==> config.mk <==
export PLATFORM = sky130hd
export DESIGN_NAME = tmr_wave_channel
export DESIGN_NICKNAME = d
export VERILOG_FILES = /design/src/rtl/tmr_pkg.sv /design/src/rtl/tmr_tick_sel.sv /design/src/rtl/tmr_count_core.sv /design/src/rtl/tmr_flags.sv /design/src/rtl/tmr_wave_channel.sv
export SDC_FILE = /design/constraint.sdc
export NUM_CORES = 1
export LEC_CHECK = 0
export ABC_AREA = 1
export BUFFER_PORTS_ARGS = -buffer_cell sky130_fd_sc_hd__buf_2
export CORE_ASPECT_RATIO = 0.5
export CORE_MARGIN = 4
export CORE_UTILIZATION = 30
export CTS_CLUSTER_SIZE = 10
export DETAILED_ROUTE_END_ITERATION = 12
export PLACE_DENSITY_LB_ADDON = 0.08
export SETUP_SLACK_MARGIN = 0.1
export SYNTH_ARGS = -nofsm -noshare
export SYNTH_HDL_FRONTEND = slang
export SYNTH_SLANG_ARGS = --single-unit
==> constraint.sdc <==
create_clock -name clk -period 2.9 [get_ports clk]
set_clock_uncertainty 0.1 [all_clocks]
set_input_delay 0 -clock clk [delete_from_list [all_inputs] [get_ports clk]]
set_output_delay 0 -clock clk [all_outputs]
set_load 0.02 [all_outputs]
==> src/rtl/tmr_pkg.sv <==
package tmr_pkg;
  localparam int ADDR_W = 4;

  localparam logic [ADDR_W-1:0] A_CMD   = 4'd0;
  localparam logic [ADDR_W-1:0] A_MODE  = 4'd1;
  localparam logic [ADDR_W-1:0] A_MARK  = 4'd2;
  localparam logic [ADDR_W-1:0] A_LIMIT = 4'd3;
  localparam logic [ADDR_W-1:0] A_COUNT = 4'd4;
  localparam logic [ADDR_W-1:0] A_STAT  = 4'd5;
  localparam logic [ADDR_W-1:0] A_MSET  = 4'd6;
  localparam logic [ADDR_W-1:0] A_MCLR  = 4'd7;
  localparam logic [ADDR_W-1:0] A_MASK  = 4'd8;

  typedef enum logic [1:0] {
    PIN_KEEP = 2'd0,
    PIN_HIGH = 2'd1,
    PIN_LOW  = 2'd2,
    PIN_FLIP = 2'd3
  } pin_act_e;

  typedef struct packed {
    pin_act_e   trg_act;
    pin_act_e   lim_act;
    pin_act_e   mark_act;
    logic       reload;
    logic       stop_lim;
    logic [2:0] src;
  } mode_t;

  localparam int MODE_W = $bits(mode_t);

  localparam int NUM_EV = 3;
  localparam int EV_OVF = 0;
  localparam int EV_MARK = 1;
  localparam int EV_LIM = 2;

  function automatic logic pin_next(input pin_act_e act, input logic cur);
    case (act)
      PIN_HIGH: pin_next = 1'b1;
      PIN_LOW:  pin_next = 1'b0;
      PIN_FLIP: pin_next = ~cur;
      default:  pin_next = cur;
    endcase
  endfunction
endpackage

==> src/rtl/tmr_tick_sel.sv <==
module tmr_tick_sel #(
  parameter int N_EXT = 3
) (
  input  logic             clk,
  input  logic             rst_n,
  input  logic [2:0]       src,
  input  logic             slow_in,
  input  logic [N_EXT-1:0] ext_in,
  output logic             tick
);
  localparam int N_DIV   = 4;
  localparam int PRE_W   = 2 * N_DIV - 1;
  localparam int N_ASYNC = N_EXT + 1;

  logic [PRE_W-1:0]   pre_q;
  logic [N_DIV-1:0]   div_prev;
  logic [N_DIV-1:0]   div_tick;
  logic [N_ASYNC-1:0] a_in, a_s1, a_s2, a_s3, a_tick;

  always_ff @(posedge clk or negedge rst_n) begin
    if (!rst_n) pre_q <= '0;
    else        pre_q <= pre_q + 1'b1;
  end

  // divisor 2^(2k+1) taken from prescaler bit 2k
  for (genvar k = 0; k < N_DIV; k++) begin : g_div
    always_ff @(posedge clk or negedge rst_n) begin
      if (!rst_n) div_prev[k] <= 1'b0;
      else        div_prev[k] <= pre_q[2*k];
    end
    assign div_tick[k] = pre_q[2*k] & ~div_prev[k];


    div_gap_chk: assert property (@(posedge clk) disable iff (!rst_n)
      div_tick[k] |=> !div_tick[k]);
  end

  assign a_in = {ext_in, slow_in};

  always_ff @(posedge clk or negedge rst_n) begin
    if (!rst_n) begin
      a_s1 <= '0;
      a_s2 <= '0;
      a_s3 <= '0;
    end else begin
      a_s1 <= a_in;
      a_s2 <= a_s1;
      a_s3 <= a_s2;
    end
  end
  assign a_tick = a_s2 & ~a_s3;

  always_comb begin
    tick = 1'b0;
    for (int k = 0; k < N_DIV; k++)
      if (src == 3'(k)) tick = div_tick[k];
    for (int i = 0; i < N_ASYNC; i++)
      if (src == 3'(i + N_DIV)) tick = a_tick[i];
  end
endmodule

==> src/rtl/tmr_count_core.sv <==
module tmr_count_core
  import tmr_pkg::*;
#(
  parameter int CW = 16
) (
  input  logic              clk,
  input  logic              rst_n,
  input  logic              tick,
  input  logic              cmd_on,
  input  logic              cmd_off,
  input  logic              cmd_trig,
  input  mode_t             mode,
  input  logic [CW-1:0]     mark,
  input  logic [CW-1:0]     limit,
  output logic [CW-1:0]     cnt,
  output logic              running,
  output logic              tioa,
  output logic [NUM_EV-1:0] ev
);
  localparam logic [CW-1:0] CNT_MAX = '1;

  logic          adv, hit_mark, hit_lim, wrap_zero;
  logic [CW-1:0] cnt_d;
  logic          run_d, tioa_d;

  always_comb begin
    adv       = tick & running & ~cmd_trig;
    hit_mark  = adv & (cnt == mark);
    hit_lim   = adv & (cnt == limit);
    wrap_zero = hit_lim & mode.reload;

    ev          = '0;
    ev[EV_OVF]  = adv & ~wrap_zero & (cnt == CNT_MAX);
    ev[EV_MARK] = hit_mark;
    ev[EV_LIM]  = hit_lim;

    cnt_d = cnt;
    if (cmd_trig)       cnt_d = '0;
    else if (wrap_zero) cnt_d = '0;
    else if (adv)       cnt_d = cnt + 1'b1;

    run_d = running;
    if (cmd_off || (hit_lim && mode.stop_lim)) run_d = 1'b0;
    else if (cmd_on)                           run_d = 1'b1;

    tioa_d = tioa;
    if (cmd_trig)      tioa_d = pin_next(mode.trg_act, tioa);
    else if (hit_lim)  tioa_d = pin_next(mode.lim_act, tioa);
    else if (hit_mark) tioa_d = pin_next(mode.mark_act, tioa);
  end

  always_ff @(posedge clk or negedge rst_n) begin
    if (!rst_n) begin
      cnt     <= '0;
      running <= 1'b0;
      tioa    <= 1'b0;
    end else begin
      cnt     <= cnt_d;
      running <= run_d;
      tioa    <= tioa_d;
    end
  end


  trig_zero_chk: assert property (@(posedge clk) disable iff (!rst_n)
    cmd_trig |=> (cnt == '0));

  off_wins_chk: assert property (@(posedge clk) disable iff (!rst_n)
    cmd_off |=> !running);

  lim_stop_chk: assert property (@(posedge clk) disable iff (!rst_n)
    (ev[EV_LIM] && mode.stop_lim) |=> !running);

  reload_chk: assert property (@(posedge clk) disable iff (!rst_n)
    (ev[EV_LIM] && mode.reload) |=> (cnt == '0));

  hold_chk: assert property (@(posedge clk) disable iff (!rst_n)
    (!running && !cmd_trig) |=> $stable(cnt));
endmodule

==> src/rtl/tmr_flags.sv <==
module tmr_flags
  import tmr_pkg::*;
(
  input  logic              clk,
  input  logic              rst_n,
  input  logic [NUM_EV-1:0] ev,
  input  logic              rd_clr,
  input  logic [NUM_EV-1:0] mask_set,
  input  logic [NUM_EV-1:0] mask_clr,
  output logic [NUM_EV-1:0] flags,
  output logic [NUM_EV-1:0] mask,
  output logic              irq
);
  always_ff @(posedge clk or negedge rst_n) begin
    if (!rst_n) begin
      flags <= '0;
      mask  <= '0;
    end else begin
      flags <= (rd_clr ? '0 : flags) | ev;
      mask  <= (mask | mask_set) & ~mask_clr;
    end
  end

  assign irq = |(flags & mask);


  set_wins_chk: assert property (@(posedge clk) disable iff (!rst_n)
    (|ev) |=> ((flags & $past(ev)) == $past(ev)));

  read_clear_chk: assert property (@(posedge clk) disable iff (!rst_n)
    (rd_clr && (ev == '0)) |=> (flags == '0));

  mask_clear_chk: assert property (@(posedge clk) disable iff (!rst_n)
    (&mask_clr) |=> (mask == '0));
endmodule

==> src/rtl/tmr_wave_channel.sv <==
module tmr_wave_channel
  import tmr_pkg::*;
#(
  parameter int CW    = 16,
  parameter int N_EXT = 3
) (
  input  logic              clk,
  input  logic              rst_n,
  input  logic              slow_clk_in,
  input  logic [N_EXT-1:0]  ext_clk_in,
  input  logic              reg_wr,
  input  logic              reg_rd,
  input  logic [ADDR_W-1:0] reg_addr,
  input  logic [CW-1:0]     reg_wdata,
  output logic [CW-1:0]     reg_rdata,
  output logic              tioa,
  output logic              irq
);
  localparam int STAT_W = NUM_EV + 2;

  mode_t             mode_q;
  logic [CW-1:0]     mark_q, limit_q, cnt;
  logic              tick, running;
  logic [NUM_EV-1:0] ev, flags, mask;
  logic              wr_cmd, rd_stat;
  logic [NUM_EV-1:0] mset, mclr;

  assign wr_cmd  = reg_wr && (reg_addr == A_CMD);
  assign rd_stat = reg_rd && (reg_addr == A_STAT);
  assign mset    = (reg_wr && reg_addr == A_MSET) ? reg_wdata[NUM_EV-1:0] : '0;
  assign mclr    = (reg_wr && reg_addr == A_MCLR) ? reg_wdata[NUM_EV-1:0] : '0;

  always_ff @(posedge clk or negedge rst_n) begin
    if (!rst_n) begin
      mode_q  <= '0;
      mark_q  <= '0;
      limit_q <= '0;
    end else if (reg_wr) begin
      case (reg_addr)
        A_MODE:  mode_q  <= mode_t'(reg_wdata[MODE_W-1:0]);
        A_MARK:  mark_q  <= reg_wdata;
        A_LIMIT: limit_q <= reg_wdata;
        default: ;
      endcase
    end
  end

  tmr_tick_sel #(.N_EXT(N_EXT)) u_tick (
    .clk     (clk),
    .rst_n   (rst_n),
    .src     (mode_q.src),
    .slow_in (slow_clk_in),
    .ext_in  (ext_clk_in),
    .tick    (tick)
  );

  tmr_count_core #(.CW(CW)) u_core (
    .clk      (clk),
    .rst_n    (rst_n),
    .tick     (tick),
    .cmd_on   (wr_cmd & reg_wdata[0]),
    .cmd_off  (wr_cmd & reg_wdata[1]),
    .cmd_trig (wr_cmd & reg_wdata[2]),
    .mode     (mode_q),
    .mark     (mark_q),
    .limit    (limit_q),
    .cnt      (cnt),
    .running  (running),
    .tioa     (tioa),
    .ev       (ev)
  );

  tmr_flags u_flags (
    .clk      (clk),
    .rst_n    (rst_n),
    .ev       (ev),
    .rd_clr   (rd_stat),
    .mask_set (mset),
    .mask_clr (mclr),
    .flags    (flags),
    .mask     (mask),
    .irq      (irq)
  );

  always_comb begin
    reg_rdata = '0;
    case (reg_addr)
      A_MODE:  reg_rdata = {{(CW-MODE_W){1'b0}}, mode_q};
      A_MARK:  reg_rdata = mark_q;
      A_LIMIT: reg_rdata = limit_q;
      A_COUNT: reg_rdata = cnt;
      A_STAT:  reg_rdata = {{(CW-STAT_W){1'b0}}, tioa, running, flags};
      A_MASK:  reg_rdata = {{(CW-NUM_EV){1'b0}}, mask};
      default: reg_rdata = '0;
    endcase
  end


  irq_needs_mask_chk: assert property (@(posedge clk) disable iff (!rst_n)
    irq |-> (|mask));
endmodule

==> metrics.md <==
| Metric | Value |
|---|---|
| Avg Cell Area, Syn | `8.09 um2` |
| Clock sink count | `90` |
| Crit path to | `u_core.cnt[8]` |
| Crit path launch type | `input port` |
| # IOs | `46` |
| Max-Cap Viols | `0` |
| Reg clk slew, reported paths | `~0.070 ns` |
| CTS resizes | `0` |
| Worst vdd ir | `around 0.3 mV` |
| Routed WL | `14,800 um` |
| Final setup fails | `0` |
| Count leader, synth | `nand2_1` |
| Tot GR Track Use | `0.164` |
| Synth-to-layout area growth | `21.5%` |
| Post-synth top area share | `0.457` |
| Worst slew margin | `0.536` |
| Yosys warns | `0` |
| Routability cong. | `roughly 0.9` |
| ANT nets after route | `0` |
| Fillers | `~1,600` |
| Setup crit end kind | `flip-flop` |
| Syn Nets | `between 600 and 700` |
| Flop-to-flop setup slack | `roughly 0.7 ns` |
| Num CTS Buffers | `9` |
| Bufs on Longest Clock Path | `2` |
| Initial antenna violation count | `0` |
| Synthesized cell area | `4930 um2` |
| Vias in the first global route | `roughly 4,200` |
| Asr flop ratio synth | `1.00` |
| Fin crit share | `0.848` |
| Slowest CP cell | `dlygate4sd3_1` |
| Outcome | `finished clean` |
| Clock Latency Late Sink | `about 0.35 ns` |
| Layout cells sized above 1 | `0.157` |
| Bufs and invs on worst path | `4` |
| Hold Crit Class | `input port to asynchronous set/reset pin` |
| Register area share after synthesis | `0.457` |
| Ant diodes | `0` |
| Final nets | `roughly 700` |
| Reg-to-reg startpoint | `u_core.cnt[9]` |
| CTS root buffer | `clkbuf_16` |
| DR vias | `about 4,200` |
| Worst-path cell chain | `dlygate4sd3_1, buf_2, nor2_2, dlygate4sd3_1, nand3_2, nor2_2, nor2_1, nand3_2, nand2_1, buf_4, o22ai_2` |
| Cell Rows | `32` |
| Max-slew violation count | `0` |
| Die Height | `between 90 and 100 um` |
| Post-DP HPWL | `roughly 11,000 um` |
| Fin. Hold Viols | `0` |
| Drt initial violations | `approximately 250` |
| CP max stage delay | `around 0.6 ns` |
| Starting density of the core | `0.313` |
| Largest net degree at the start of global routing | `48` |
| Area contributors post-synth | `dfrtp_1 (46%), nand2_1 (13%), inv_1 (5.3%)` |
| IO buf count | `45` |
| Core ar. | `about 16,000 um2` |
| Pleak | `between 2 and 3 nW` |
| Chip Width | `approximately 190 um` |
| Critical Path AT | `around 2.6 ns` |
| CTS tree | `done` |
| Worst Tran Pin Value | `0.694 ns` |
| Ys flop type | `dfrtp_1` |
| Critical Path Stages | `11` |
| Worst-path fanout max | `9` |
| Die ar. | `about 19,000 um2` |
| Critical Path RT | `3.07 ns` |
| Drt wl/cell | `around 16 um` |
| Setup TNS | `0 ns` |
| Pre-CTS WS | `between 0.6 and 0.7 ns` |
| Final worst path period need | `2.46 ns` |
| Drt first pass iters | `5` |
| Cells after synthesis | `609` |
| CTS H-tree lvls | `3` |
| Gr ovfl total | `0` |
| Netlist cell types | `39` |
| Crit path max-delay family | `buffers and inverters` |
| First-pass GRT wire length | `between 20,000 and 25,000 um` |
| Power density cells | `762 nW/um2` |
| Post-synth top cells | `nand2_1 (171), dfrtp_1 (90), inv_1 (70)` |
| RSZ-0062 raised after global routing | `false` |
| Number of enable flip-flop cells after synthesis | `0` |
| DRC | `0` |
| Setup ws final | `roughly 0.44 ns` |
| Synth Register Bits | `90` |
| WS Path Type | `input port to flip-flop` |
| Start point of the critical path | `reg_addr[2]` |
| Average via count per standard cell | `around 4.6` |
| FMAX | `approximately 410 MHz` |
| Post-synth top area cell | `dfrtp_1` |
| Reg2reg end | `u_core.cnt[14]` |
| Cell count of the worst reg-to-reg path | `11` |
-- power by group --
part | leakage [nW] | internal (mW) | switching (mW)
Clock | 0.148 | 0.676 | 0.508
Sequential | 1.14 | 1.50 | 0.348
Combinational | 1.53 | 0.618 | 0.907
Total | 2.82 | 2.80 | 1.76
-- kinds of logic after synthesis --
logic type | Yosys count | share of synthesized area
adders and majority gates | 6 | 0.0152
and+or+nand+nor | 263 | 0.227
AOI/OAI and AO/OA | 106 | 0.143
xor gates and xnor gates | 41 | 0.0729
DFF | 90 | 0.457
buffers and inverters | 103 | 0.0843
-- sequential cells by signal, indices dropped and copies added (netlist names) --
register,flops
mark_q,16
u_tick.pre_q,7
u_flags.mask,3
u_tick.a_s3,4
u_tick.a_s2,4
u_core.cnt,16
limit_q,16
mode_q,11
u_tick.div_prev,4
u_tick.a_s1,4
u_core.tioa,1
u_core.running,1
u_flags.flags,3
-- layer usage --
metal  vias to the layer above  wire [um]  GRT usage
li1                       2112          -          -
met1                      2022       7680      0.244
met2                        67       6310      0.240
met3                        11        683     0.0464
met4                         0        110     0.0317
met5                         -          0          0
-- cells in the final DEF (no fill, tap or decap), types with 2 or more instances in the layout --
cell | Yosys | layout
a21oi_1 | 11 | 11
a221o_1 | 5 | 5
a221oi_1 | 2 | 2
buf_2 | 7 | 44
buf_4 | 1 | 6
clkbuf_16 | 0 | 9
clkbuf_8 | 0 | 4
dfrtp_1 | 90 | 90
dlygate4sd3_1 | 0 | 30
ha_1 | 6 | 6
inv_1 | 70 | 70
inv_2 | 13 | 13
nand2_1 | 171 | 171
nand2_2 | 5 | 5
nand3_1 | 22 | 22
nand3_2 | 2 | 2
nand4_1 | 4 | 4
nor2_1 | 37 | 37
nor2_2 | 4 | 4
nor2_4 | 2 | 2
nor3_1 | 8 | 8
nor4_1 | 2 | 2
o2111ai_1 | 5 | 5
o211ai_1 | 3 | 3
o21ai_0 | 39 | 39
o21ai_1 | 13 | 13
o221ai_1 | 5 | 5
o22ai_1 | 10 | 10
o22ai_2 | 10 | 10
xnor2_1 | 21 | 21
xor2_1 | 20 | 20
-- worst min-delay path by stage --
stage | slack (ns) | depth (start not counted) | end
2_1_floorplan | -0.40 | 0 | limit_q[0]
3_3_place_gp | -0.05 | 1 | u_tick.pre_q[5]
3_5_place_dp | -0.05 | 1 | u_tick.pre_q[5]
4_1_cts | 0.12 | 2 | mode_q[0]
5_1_grt | 0.15 | 2 | mode_q[0]
6_report | 0.1 | 2 | mode_q[0]
-- metrics by stage --
stage | instance area, um2 | std cells | utilization | hold WS [ns] | power (mW)
global placement | 5380 | 861 | 0.342 | -0.0493 | 3.37
finish | 5990 | 907 | 0.380 | 0.0995 | 4.56
CTS | 5990 | 907 | 0.380 | 0.117 | 4.62
floorplan | 4930 | 609 | - | -0.396 | 2.94
global route | 5990 | 907 | 0.380 | 0.155 | 4.89
detailed placement | 5380 | 861 | 0.342 | -0.0479 | 3.36
-- final cells by class --
class | instances | area, um2 | area share
Timing Repair Buffer | 81 | 586 | 0.0978
Clock inverter | 3 | 21.3 | 0.00355
Tap cell | 221 | 277 | 0.0462
Multi-Input combinational cell | 416 | 2260 | 0.377
Clock buffer | 13 | 280 | 0.0468
Sequential cell | 90 | 2250 | 0.376
Inverter | 83 | 312 | 0.0520
-- repair_timing --
action / 4_1_cts / 5_1_grt
buffers inserted: 0 / 0
hold buffers: 30 / 0
endpoints found under the hold margin: 97 / 0
Power figures use the tool's default switching activity.
